### config.mk
export PLATFORM = sky130hd
export DESIGN_NAME = quadFuncInterp
export DESIGN_NICKNAME = d
export VERILOG_FILES = /design/src/rtl/quadInterpPkg.sv /design/src/rtl/coefTable.sv /design/src/rtl/interpSquarer.sv /design/src/rtl/boothMul.sv /design/src/rtl/interpCtrl.sv /design/src/rtl/interpDatapath.sv /design/src/rtl/quadFuncInterp.sv
export SDC_FILE = /design/constraint.sdc
export NUM_CORES = 2
export LEC_CHECK = 0
export BUFFER_PORTS_ARGS = -buffer_cell sky130_fd_sc_hd__buf_2
export CORE_MARGIN = 4
export CORE_UTILIZATION = 61
export CTS_BUF_LIST = sky130_fd_sc_hd__clkbuf_16
export CTS_CLUSTER_DIAMETER = 30
export CTS_CLUSTER_SIZE = 30
export DETAILED_ROUTE_END_ITERATION = 12
export PLACE_DENSITY = 0.8
export RECOVER_POWER = 25
export SETUP_SLACK_MARGIN = 0.02
export SLEW_MARGIN = 20
export SYNTH_ARGS = -nofsm -noshare
export SYNTH_HDL_FRONTEND = slang
export SYNTH_SLANG_ARGS = --single-unit
### constraint.sdc
create_clock -name clk -period 43.9 [get_ports clk]
set_clock_uncertainty 0.15 [all_clocks]
set_input_delay 2.195 -clock clk [delete_from_list [all_inputs] [get_ports clk]]
set_output_delay 2.195 -clock clk [all_outputs]
set_load 0.02 [all_outputs]
### src/rtl/quadInterpPkg.sv
package quadInterpPkg;
  localparam int SIG_W    = 23;
  localparam int OP_W     = 32;
  localparam int NUM_FUNC = 4;
  localparam int MID_KEEP = 16;
  localparam int LOW_KEEP = 8;

  typedef enum logic [1:0] {FN_EXP2, FN_LOG2, FN_RECIP, FN_RSQRT} funcSel_t;
  typedef enum logic [1:0] {PM_FULL, PM_MID, PM_LOW, PM_ALT} precMode_t;

  // strobes from control to datapath
  typedef struct packed {
    logic [NUM_FUNC-1:0] tblLoad;
    logic                s1Load;
    logic                s2Load;
    logic                s3Load;
    logic                s3LowLoad;
    precMode_t           inMode;
    funcSel_t            funcS1;
    logic                negS2;
    precMode_t           modeS3;
  } ctrlStrobes_t;

  function automatic int dropBits(precMode_t m);
    case (m)
      PM_MID:  return SIG_W - MID_KEEP;
      PM_LOW:  return SIG_W - LOW_KEEP;
      default: return 0;
    endcase
  endfunction
endpackage

### src/rtl/coefTable.sv
module coefTable import quadInterpPkg::*; #(
  parameter int FUNC_ID = 0,
  parameter int IDX_W   = 7,
  parameter int C1_W    = 16,
  parameter int C2_W    = 10,
  localparam int XW     = SIG_W - IDX_W
) (
  input  logic             clk,
  input  logic             rst,
  input  logic             load,
  input  logic [IDX_W-1:0] idxIn,
  output logic [SIG_W-1:0] c0,
  output logic [C1_W-1:0]  c1,
  output logic [C2_W-1:0]  c2
);
  // index held while this function is not selected: table inputs stay quiet
  logic [IDX_W-1:0] idxQ;

  always_ff @(posedge clk) begin
    if (rst)       idxQ <= '0;
    else if (load) idxQ <= idxIn;
  end

  // placeholder fit, computed rather than stored
  always_comb begin
    c0 = SIG_W'((int'(idxQ) << XW) + 4096 * (FUNC_ID + 1));
    c1 = C1_W'(16384 + 512 * FUNC_ID + 64 * int'(idxQ));
    c2 = C2_W'(64 * (FUNC_ID + 1) + int'(idxQ));
  end
endmodule

### src/rtl/interpSquarer.sv
module interpSquarer #(
  parameter int W = 16,
  localparam int SW = 2 * W
) (
  input  logic [W-1:0]  a,
  output logic [SW-1:0] sq
);
  // folded square: diagonal terms plus doubled cross terms
  always_comb begin
    logic [SW-1:0] acc;
    acc = '0;
    for (int i = 0; i < W; i++) begin
      if (a[i]) acc = acc + (SW'(1) << (2 * i));
      for (int j = i + 1; j < W; j++) begin
        if (a[i] && a[j]) acc = acc + (SW'(1) << (i + j + 1));
      end
    end
    sq = acc;
  end
endmodule

### src/rtl/boothMul.sv
module boothMul #(
  parameter int AW = 16,
  parameter int BW = 16,
  localparam int PW  = AW + BW,
  localparam int NPP = (BW + 2) / 2
) (
  input  logic [AW-1:0] a,
  input  logic [BW-1:0] b,
  output logic [PW-1:0] p
);
  logic [2*NPP:0] bExt;
  logic [PW-1:0]  pp [NPP];

  assign bExt = {{(2*NPP-BW){1'b0}}, b, 1'b0};

  // radix-4 recoded rows, two's complement modulo 2^PW
  for (genvar k = 0; k < NPP; k++) begin : g_row
    logic [2:0]    grp;
    logic [PW-1:0] mag;
    assign grp = bExt[2*k+2:2*k];
    always_comb begin
      case (grp)
        3'b001, 3'b010: mag = PW'(a);
        3'b011:         mag = PW'(a) << 1;
        3'b100:         mag = -(PW'(a) << 1);
        3'b101, 3'b110: mag = -PW'(a);
        default:        mag = '0;
      endcase
    end
    assign pp[k] = mag << (2 * k);
  end

  // carry-save accumulation, one carry-propagate add at the end
  always_comb begin
    logic [PW-1:0] s, c, ns, nc;
    s = pp[0];
    c = '0;
    for (int k = 1; k < NPP; k++) begin
      ns = s ^ c ^ pp[k];
      nc = ((s & c) | (s & pp[k]) | (c & pp[k])) << 1;
      s  = ns;
      c  = nc;
    end
    p = s + c;
  end
endmodule

### src/rtl/interpCtrl.sv
module interpCtrl import quadInterpPkg::*; (
  input  logic         clk,
  input  logic         rst,
  input  logic         inValid,
  input  funcSel_t     funcIn,
  input  precMode_t    modeIn,
  output ctrlStrobes_t strobes,
  output logic         outValid
);
  logic      v1, v2, v3;
  funcSel_t  f1, f2;
  precMode_t m1, m2, m3;

  always_ff @(posedge clk) begin
    if (rst) begin
      v1 <= 1'b0; v2 <= 1'b0; v3 <= 1'b0;
      f1 <= FN_EXP2; f2 <= FN_EXP2;
      m1 <= PM_FULL; m2 <= PM_FULL; m3 <= PM_FULL;
    end else begin
      v1 <= inValid;
      v2 <= v1;
      v3 <= v2;
      if (inValid) begin f1 <= funcIn; m1 <= modeIn; end
      if (v1)      begin f2 <= f1;     m2 <= m1;     end
      if (v2)      m3 <= m2;
    end
  end

  always_comb begin
    strobes = '0;
    for (int k = 0; k < NUM_FUNC; k++)
      strobes.tblLoad[k] = inValid && (int'(funcIn) == k);
    strobes.s1Load    = inValid;
    strobes.s2Load    = v1;
    strobes.s3Load    = v2;
    strobes.s3LowLoad = v2 && (dropBits(m2) == 0);
    strobes.inMode    = modeIn;
    strobes.funcS1    = f1;
    strobes.negS2     = (f2 == FN_RECIP) || (f2 == FN_RSQRT);
    strobes.modeS3    = m3;
  end

  assign outValid = v3;

  p_one_table_r4: assert property (@(posedge clk) disable iff (rst)
    $onehot0(strobes.tblLoad));
  p_latency_r7: assert property (@(posedge clk) disable iff (rst)
    inValid |-> ##3 outValid);
  p_no_spurious_r7: assert property (@(posedge clk) disable iff (rst)
    !inValid |-> ##3 !outValid);
  p_reset_idle_r8: assert property (@(posedge clk)
    rst |=> !outValid);
endmodule

### src/rtl/interpDatapath.sv
module interpDatapath import quadInterpPkg::*; #(
  parameter int IDX_W = 7,
  parameter int C1_W  = 16,
  parameter int C2_W  = 10,
  localparam int XW   = SIG_W - IDX_W,
  localparam int LO_W = SIG_W - MID_KEEP
) (
  input  logic             clk,
  input  logic             rst,
  input  ctrlStrobes_t     strobes,
  input  logic [SIG_W-1:0] sigIn,
  output logic [SIG_W-1:0] sigOut
);
  function automatic logic [XW-1:0] xKeep(precMode_t m);
    logic [XW-1:0] k;
    for (int i = 0; i < XW; i++) k[i] = (i >= dropBits(m));
    return k;
  endfunction

  function automatic logic [SIG_W-1:0] rKeep(precMode_t m);
    logic [SIG_W-1:0] k;
    for (int i = 0; i < SIG_W; i++) k[i] = (i >= dropBits(m));
    return k;
  endfunction

  // stage 1: truncated fraction, per-function table index registers
  logic [XW-1:0] xS1;
  always_ff @(posedge clk) begin
    if (rst)                 xS1 <= '0;
    else if (strobes.s1Load) xS1 <= sigIn[XW-1:0] & xKeep(strobes.inMode);
  end

  logic [SIG_W-1:0] c0Arr [NUM_FUNC];
  logic [C1_W-1:0]  c1Arr [NUM_FUNC];
  logic [C2_W-1:0]  c2Arr [NUM_FUNC];

  for (genvar k = 0; k < NUM_FUNC; k++) begin : g_tbl
    coefTable #(.FUNC_ID(k), .IDX_W(IDX_W), .C1_W(C1_W), .C2_W(C2_W)) u_tbl (
      .clk   (clk),
      .rst   (rst),
      .load  (strobes.tblLoad[k]),
      .idxIn (sigIn[SIG_W-1:XW]),
      .c0    (c0Arr[k]),
      .c1    (c1Arr[k]),
      .c2    (c2Arr[k])
    );
    p_table_static_r4: assert property (@(posedge clk) disable iff (rst)
      !strobes.tblLoad[k] |=> $stable(c0Arr[k]) && $stable(c2Arr[k]));
  end

  logic [SIG_W-1:0]   c0Sel;
  logic [C1_W-1:0]    c1Sel;
  logic [C2_W-1:0]    c2Sel;
  logic [2*XW-1:0]    sqFull;
  logic [C1_W+XW-1:0] prod1;

  assign c0Sel = c0Arr[strobes.funcS1];
  assign c1Sel = c1Arr[strobes.funcS1];
  assign c2Sel = c2Arr[strobes.funcS1];

  interpSquarer #(.W(XW)) u_sq (.a(xS1), .sq(sqFull));
  boothMul #(.AW(C1_W), .BW(XW)) u_mulLin (.a(c1Sel), .b(xS1), .p(prod1));

  // stage 2: constant, quadratic coefficient, kept square, linear term
  logic [SIG_W-1:0] c0S2;
  logic [C2_W-1:0]  c2S2;
  logic [XW-1:0]    sqS2;
  logic [C1_W-1:0]  t1S2;

  always_ff @(posedge clk) begin
    if (rst) begin
      c0S2 <= '0; c2S2 <= '0; sqS2 <= '0; t1S2 <= '0;
    end else if (strobes.s2Load) begin
      c0S2 <= c0Sel;
      c2S2 <= c2Sel;
      sqS2 <= sqFull[2*XW-1:XW];
      t1S2 <= prod1[C1_W+XW-1:XW];
    end
  end

  logic [C2_W+XW-1:0] prod2;
  logic [SIG_W-1:0]   sumS2;

  boothMul #(.AW(C2_W), .BW(XW)) u_mulQuad (.a(c2S2), .b(sqS2), .p(prod2));

  always_comb begin
    if (strobes.negS2) sumS2 = c0S2 - SIG_W'(t1S2) + SIG_W'(prod2[C2_W+XW-1:XW]);
    else               sumS2 = c0S2 + SIG_W'(t1S2) + SIG_W'(prod2[C2_W+XW-1:XW]);
  end

  // stage 3: low bits load only at full precision (clock-enable gating)
  logic [MID_KEEP-1:0] resHi;
  logic [LO_W-1:0]     resLo;

  always_ff @(posedge clk) begin
    if (rst) begin
      resHi <= '0;
      resLo <= '0;
    end else begin
      if (strobes.s3Load)    resHi <= sumS2[SIG_W-1:LO_W];
      if (strobes.s3LowLoad) resLo <= sumS2[LO_W-1:0];
    end
  end

  assign sigOut = {resHi, resLo} & rKeep(strobes.modeS3);

  logic unusedLow;
  assign unusedLow = ^{sqFull[XW-1:0], prod1[XW-1:0], prod2[XW-1:0]};

  p_x_trunc_r5: assert property (@(posedge clk) disable iff (rst)
    strobes.s1Load |=> (xS1 & ~xKeep($past(strobes.inMode))) == '0);
endmodule

### src/rtl/quadFuncInterp.sv
module quadFuncInterp import quadInterpPkg::*; #(
  parameter int IDX_W = 7,
  parameter int C1_W  = 16,
  parameter int C2_W  = 10
) (
  input  logic             clk,
  input  logic             rst,
  input  logic             inValid,
  input  logic [OP_W-1:0]  opIn,
  input  logic [1:0]       funcSel,
  input  logic [1:0]       precMode,
  output logic             outValid,
  output logic [SIG_W-1:0] outSig
);
  ctrlStrobes_t strobes;
  logic         unusedUpper;

  assign unusedUpper = ^opIn[OP_W-1:SIG_W];

  interpCtrl u_ctrl (
    .clk      (clk),
    .rst      (rst),
    .inValid  (inValid),
    .funcIn   (funcSel_t'(funcSel)),
    .modeIn   (precMode_t'(precMode)),
    .strobes  (strobes),
    .outValid (outValid)
  );

  interpDatapath #(.IDX_W(IDX_W), .C1_W(C1_W), .C2_W(C2_W)) u_dp (
    .clk     (clk),
    .rst     (rst),
    .strobes (strobes),
    .sigIn   (opIn[SIG_W-1:0]),
    .sigOut  (outSig)
  );

  p_mask_mid_r6: assert property (@(posedge clk) disable iff (rst)
    (inValid && precMode == 2'd1) |-> ##3 (outSig[SIG_W-MID_KEEP-1:0] == '0));
  p_mask_low_r6: assert property (@(posedge clk) disable iff (rst)
    (inValid && precMode == 2'd2) |-> ##3 (outSig[SIG_W-LOW_KEEP-1:0] == '0));
  p_hold_r9: assert property (@(posedge clk) disable iff (rst)
    !outValid |-> $stable(outSig));
endmodule

After elaboration in Yosys (flattened, before gate mapping)
Cells that the tools add are included.

operators by class
  eq/ne operators = 101
  bitwise operators = 105
  mux-type cells = 169
  order comparisons = 40
  reductions and logical operators = 156
  $add $sub $neg = 157

operators with widths
  kind                    number
  $mux 32                 137
  $and 31x31->31          22
  $and 25x25->25          22
  $xor 32x32->32          15
  $or 31x31->31           14
  $xor 26x26->26          15
  $or 25x25->25           14
  $add 32x17->32 const B  9
  $add 32x15->32 const B  8
  $add 32x19->32 const B  8
  $ge 5x32->1 const A     8
  $add 32x13->32 const B  7
  $add 32x16->32 const B  7
  $add 32x18->32 const B  7
  $add 32x21->32 const B  7
  $add 32x11->32 const B  6
  $add 32x14->32 const B  6
  $add 32x20->32 const B  6
  $add 32x23->32 const B  6
  $pmux 24 s4             2
  $pmux 22 s4             2
  $add 32x12->32 const B  5
  $add 32x22->32 const B  5
  $add 32x25->32 const B  5
  72 further kinds        385

storage, ports and cells
  bits of input ports = 39
  register bits = 145
  word-level logic and storage cells = 747

Depth between registers and ports, before layout
  depth in word-level cells = 271
  gate-level depth with buffers = 218

By module
A second synthesis with hierarchy kept.

unflattened totals
  cell total of the unflattened synthesis = 8851
  area total of the unflattened synthesis = 67766.2 um^2

modules (own cells, without submodules)
  module                           cells an instance  area each (um^2)  instances  sequential area each (um^2)
  interpSquarer                    5142               38081.5           1          0.0
  boothMul (u_dp.u_mulLin)         1498               11115.7           1          0.0
  interpDatapath                   868                8067.7            1          2082.0
  boothMul (u_dp.u_mulQuad)        1026               7693.6            1          0.0
  coefTable (u_dp.g_tbl[3].u_tbl)  69                 588.1             1          140.1
  coefTable (u_dp.g_tbl[1].u_tbl)  67                 578.1             1          140.1
  coefTable (u_dp.g_tbl[2].u_tbl)  66                 568.0             1          140.1
  coefTable (u_dp.g_tbl[0].u_tbl)  66                 566.8             1          140.1
  interpCtrl                       49                 506.7             1          240.2

Least setup slack after synthesis
Ideal clock, no wire load.

  path kind = flip-flop to flip-flop
  from = reg u_dp.xS1[4]
  to = reg u_dp.sqS2[15]
  cell stages (with the launch flop) = 210
  data required time = 43633 ps
  slack = 1070 ps
  clock period less this slack = 42830 ps
  arrival = 42563 ps
  path buffers = 18
  cell sequence = dfxtp_1 buf_4 buf_2 clkbuf_1 clkbuf_1 buf_6 clkbuf_1 buf_1 xnor2_1 nor2_1 ha_1 nand2_1 o31ai_1 ha_1 and3_1 clkbuf_1 xnor2_1 inv_1 (+174 left out) and3_1 xnor3_2 ha_1 mux2i_4 xnor2_1 ha_1 a2111o_1 a21oi_1 xor2_1 ha_1 nand3_1 xor2_1 xnor2_1 xnor2_1 xnor2_1 xnor3_1 mux2i_1 nor2_1

on the way
  cells in the longest elaborated chain, start to end = 264
  elaborated cells on any way between the ends = 278
  those cells by class = add/sub: 131; mux: 132; reduce/logical: 15

ends and longest elaborated chain
  item                    RTL line              RTL
  start, declared         interpDatapath.sv:27  logic [XW-1:0] xS1;
  start signal, assigned  interpDatapath.sv:30  else if (strobes.s1Load) xS1 <= sigIn[XW-1:0] & xKeep(strobes.inMode);
  $logic_and 1x1->1       interpSquarer.sv:15   if (a[i] && a[j]) acc = acc + (SW'(1) << (i + j + 1));
  $mux 32                 interpSquarer.sv:15
  $add 32x7->32           interpSquarer.sv:15
  $mux 32                 interpSquarer.sv:15
  $add 32x8->32           interpSquarer.sv:15
  $mux 32                 interpSquarer.sv:15
  $add 32x9->32           interpSquarer.sv:15
  $mux 32                 interpSquarer.sv:15
  (+248 left out)         -
  $add 32x30->32          interpSquarer.sv:15
  $mux 32 *               interpSquarer.sv:15
  $add 32x29->32          interpSquarer.sv:13   if (a[i]) acc = acc + (SW'(1) << (2 * i));
  $mux 32 *               interpSquarer.sv:13
  $add 32x31->32          interpSquarer.sv:15
  $mux 32 *               interpSquarer.sv:15
  $add 32x31->32          interpSquarer.sv:13
  $mux 32 *               interpSquarer.sv:13
  end signal, assigned    interpDatapath.sv:76  sqS2 <= sqFull[2*XW-1:XW];
  end, declared           interpDatapath.sv:67  logic [XW-1:0] sqS2;

Mark *: on every way between the ends. The rest lies on a longest branch, timed or not.
A chain may end at the register's enable or synchronous reset.

Final worst setup path
  from = reg u_dp.xS1[1]
  to = reg u_dp.sqS2[15]

on the way
  cells in the longest elaborated chain, start to end = 270
  elaborated cells on any way between the ends = 284
  those cells by class = add/sub: 134; mux: 135; reduce/logical: 15

ends and longest elaborated chain
  item               RTL line
  $logic_and 1x1->1  interpSquarer.sv:15
  $mux 32            interpSquarer.sv:15
  $add 32x4->32      interpSquarer.sv:15
  $mux 32            interpSquarer.sv:15
  $add 32x5->32      interpSquarer.sv:15
  $mux 32            interpSquarer.sv:15
  $add 32x6->32      interpSquarer.sv:15
  $mux 32            interpSquarer.sv:15
  (+254 left out)    -
  $add 32x30->32     interpSquarer.sv:15
  $mux 32 *          interpSquarer.sv:15
  $add 32x29->32     interpSquarer.sv:13
  $mux 32 *          interpSquarer.sv:13
  $add 32x31->32     interpSquarer.sv:15
  $mux 32 *          interpSquarer.sv:15
  $add 32x31->32     interpSquarer.sv:13
  $mux 32 *          interpSquarer.sv:13

Marks and branches as above.

==> results.toml <==
[timing]
setup_tns_ns = 0
slew_headroom_pct = -61.4
hold_viol_final = 0
worst_slack_ns = 1.78
worst-slew-pin-transition_ns = 2.42
fmax_ghz = 0.0237
fin_crit_sh_pct = 95.9
finalMaxSlewViolations = 58
finalSetupViolCount = 0
hold_slack_ns = 0.335
min_period_ns = 42.12

[detailed_routing]
drtAntennaViolNets = 0
drc = 0
drtIter0Drc = 5129
vias = 55792
via_per_inst = 6.64
wire_per_inst_um = 19.5
first_pass_iters = 9
drt-total-wl_um = 164000

[clock_network]
h-tree-depth = 4
cts_buffers = 17
clock_latency_ns = 0.50
cts_tree = "yes"
cts_sinks = 124
cts_root_buffer = "clkbuf_16"
cts.clk_slew.worst_paths_ns = 0.09
ctsLongestPathBuffers = 2

[setup_path]
crit_fanout = 14
cp_data_required_time_ns = 44.12
start_kind = "flop"
cp_common_cell = "ha_1"
critPathMaxStageDelay_ns = 0.48
cp_slowest_cell = "xnor3_2"
worstPathArrival_ns = 42.34
worstSetupEndpointType = "flop"
critPathKind = "reg2reg"

[synthesis]
syn_avg_cell_area_um2 = 7.29
yosys.area.top_type_share_pct = 7.63
ys_top_cells_by_count = "nand2_1 (827), nor2_1 (761), xnor2_1 (466)"
ys_warn_count = 0
syn-cell-area_um2 = 53500
yosysSeqAreaShare_pct = 4.64
yosysMostFrequentCell = "nand2_1"
synthTopCellsByArea = "xnor2_1 (7.6%), fa_1 (6.6%), ha_1 (5.8%), nand2_1 (5.8%), nor2_1 (5.3%)"
syn-num-nets = 7807
synth-edff-count = 0
synth.distinct_cells = 165
yosys.area.top_type = "xnor2_1"
synthFlopType = "dfxtp_1"
synth_seq_cells = 124
synthCells = 7342
synth-async-reset-ratio_pct = 0

[global_route]
grt_start_max_net_pins = 74
antenna_found_initial = 3
grt_pass1_wl_um = 260000
overflow = 0
groute.usage.overall_pct = 33.0
grt_pass1_vias = 51968

[floorplanning]
die-area_um2 = 92500
dieWidth_um = 304
fp.coreArea_um2 = 86900
rows = 108
die_h_um = 304
initial_core_util_pct = 61.6
io_pins = 63

[power]
ir_drop_mv = 0.0307
powerDensity_nw_per_um2 = 12.3
p_leak_nw = 21.3

[hold_path]
worst_hold_path_type = "reg2reg"

[cells_and_area]
n_antenna_cell = 0
area_growth_syn_to_layout_pct = 5.28
layout.nets = 7702
instances_no_fill = 8405
drive_gt1_share_pct = 11.7

[job]
max-cap-violations = 1

[place]
gp_congestion = 0.969
placed_cells = 8340
io_buffer_count = 53
dp_hpwl_um = 125000
pre_cts_ws_ns = -0.101

[outcome]
violations = "capacitance limit, slew limit"
status = "complete, but fails checks"
[area by class of cell]
cell class	instances	area, um2
clock inverter	15	175
inverter	319	1200
timing repair buffer	287	2030
multi-input combinational	6488	48500
fill	7573	30600
clock buffer	17	425
tap	1155	1450
sequential	124	2520
[placed cells by master (no fill, tap or decap), drive strengths merged, types with 40 or more instances in the layout]
cell      n
nand2   830
nor2    771
xnor2   521
a21oi   420
o21ai   404
nand3   324
inv     319
buf     277
ha      249
mux2i   226
xor2    208
nor3    206
fa      177
and3    153
and2    131
dfxtp   124
nand4    94
o211ai   92
xnor3    88
or3      84
a31oi    83
nor4     81
nor2b    80
o22ai    73
a211oi   73
or2      69
a21o     63
nand2b   58
o21a     53
mux2     53
nor3b    42
a221oi   40
o31ai    40
[flip-flops by register name, summed over array words and instances, names as in the netlist]
signal	cells
u_ctrl.v2	1
u_dp.sqS2	16
u_ctrl.m2	2
u_dp.c0S2	4
u_dp.xS1	16
u_ctrl.m3	2
u_dp.c2S2	9
u_dp.resHi	16
u_ctrl.v1	1
u_ctrl.f1	2
u_ctrl.f2	1
u_ctrl.outValid	1
u_ctrl.m1	2
u_dp.resLo	7
u_dp.t1S2	16
u_dp.g_tbl.u_tbl.idxQ	28
[path summary, 6_finish.rpt]
check / startpoint / to / slack (ns) / depth (start not counted)
worst max-delay path: u_dp.xS1[1] / u_dp.sqS2[15] / 1.78 / 184
worst min-delay path: u_dp.resHi[2] / u_dp.resHi[2] / 0.34 / 2
worst max register to register: u_dp.xS1[1] / u_dp.sqS2[15] / 1.78 / 184
worst min register to register: u_dp.resHi[2] / u_dp.resHi[2] / 0.34 / 2
[critical path: cells and delay by family (launching register included)]
family	cells	cell delay, ns
xor+xnor	53	14.16
simple gates	50	9.73
fa+ha+maj	31	7.60
compound gates	25	5.45
mux	10	2.68
buf+inv	15	1.72
flops	1	0.46
[layer usage]
| metal | track usage, % | part of all wire [%] | vias up |
|---|---|---|---|
| met5 | 0 | 0.021 | - |
| met4 | 17.1 | 5.7 | 4 |
| met3 | 3.74 | 7.2 | 579 |
| met2 | 56.5 | 47 | 2394 |
| met1 | 40.9 | 40 | 26378 |
| li1 | - | - | 26437 |
[metrics by stage]
| stage | power [W] | instance area, um2 | utilization (%) |
|---|---|---|---|
| after floorplan | 0.000414 | 53500 | - |
| after global placement | 0.000515 | 54700 | 62.9 |
| after detailed placement | 0.000526 | 54700 | 62.9 |
| after CTS | 0.000681 | 55300 | 63.7 |
| after global routing | 0.000733 | 56300 | 64.8 |
| final | 0.000691 | 56300 | 64.8 |
[cell families after synthesis]
logic type | synth area share [%]
mux | 6.08
buf+inv | 6.17
fa+ha+maj | 12.7
flops | 4.64
simple gates | 29.3
compound gates | 23.3
xor+xnor | 17.8
[report_power, final]
part	leakage (nW)	switching (W)	total [W]	internal (W)
Combinational	20.0	0.000253	0.000402	0.000149
Sequential	1.02	0.0000153	0.000136	0.000120
Clock	0.295	0.0000723	0.000153	0.0000810
Total	21.3	0.000341	0.000691	0.000350
[timing repair]
| item | CTS | global route |
|---|---|---|
| cloned | 0 | 0 |
| hold buffers | 0 | 0 |
| buffers inserted | 0 | 33 |
| pin swaps | 0 | 43 |
| gates resized for setup | 5 | 146 |
| setup endpoints to repair | 1 | 4 |
Note: power is estimated with default switching activity, not from simulation.
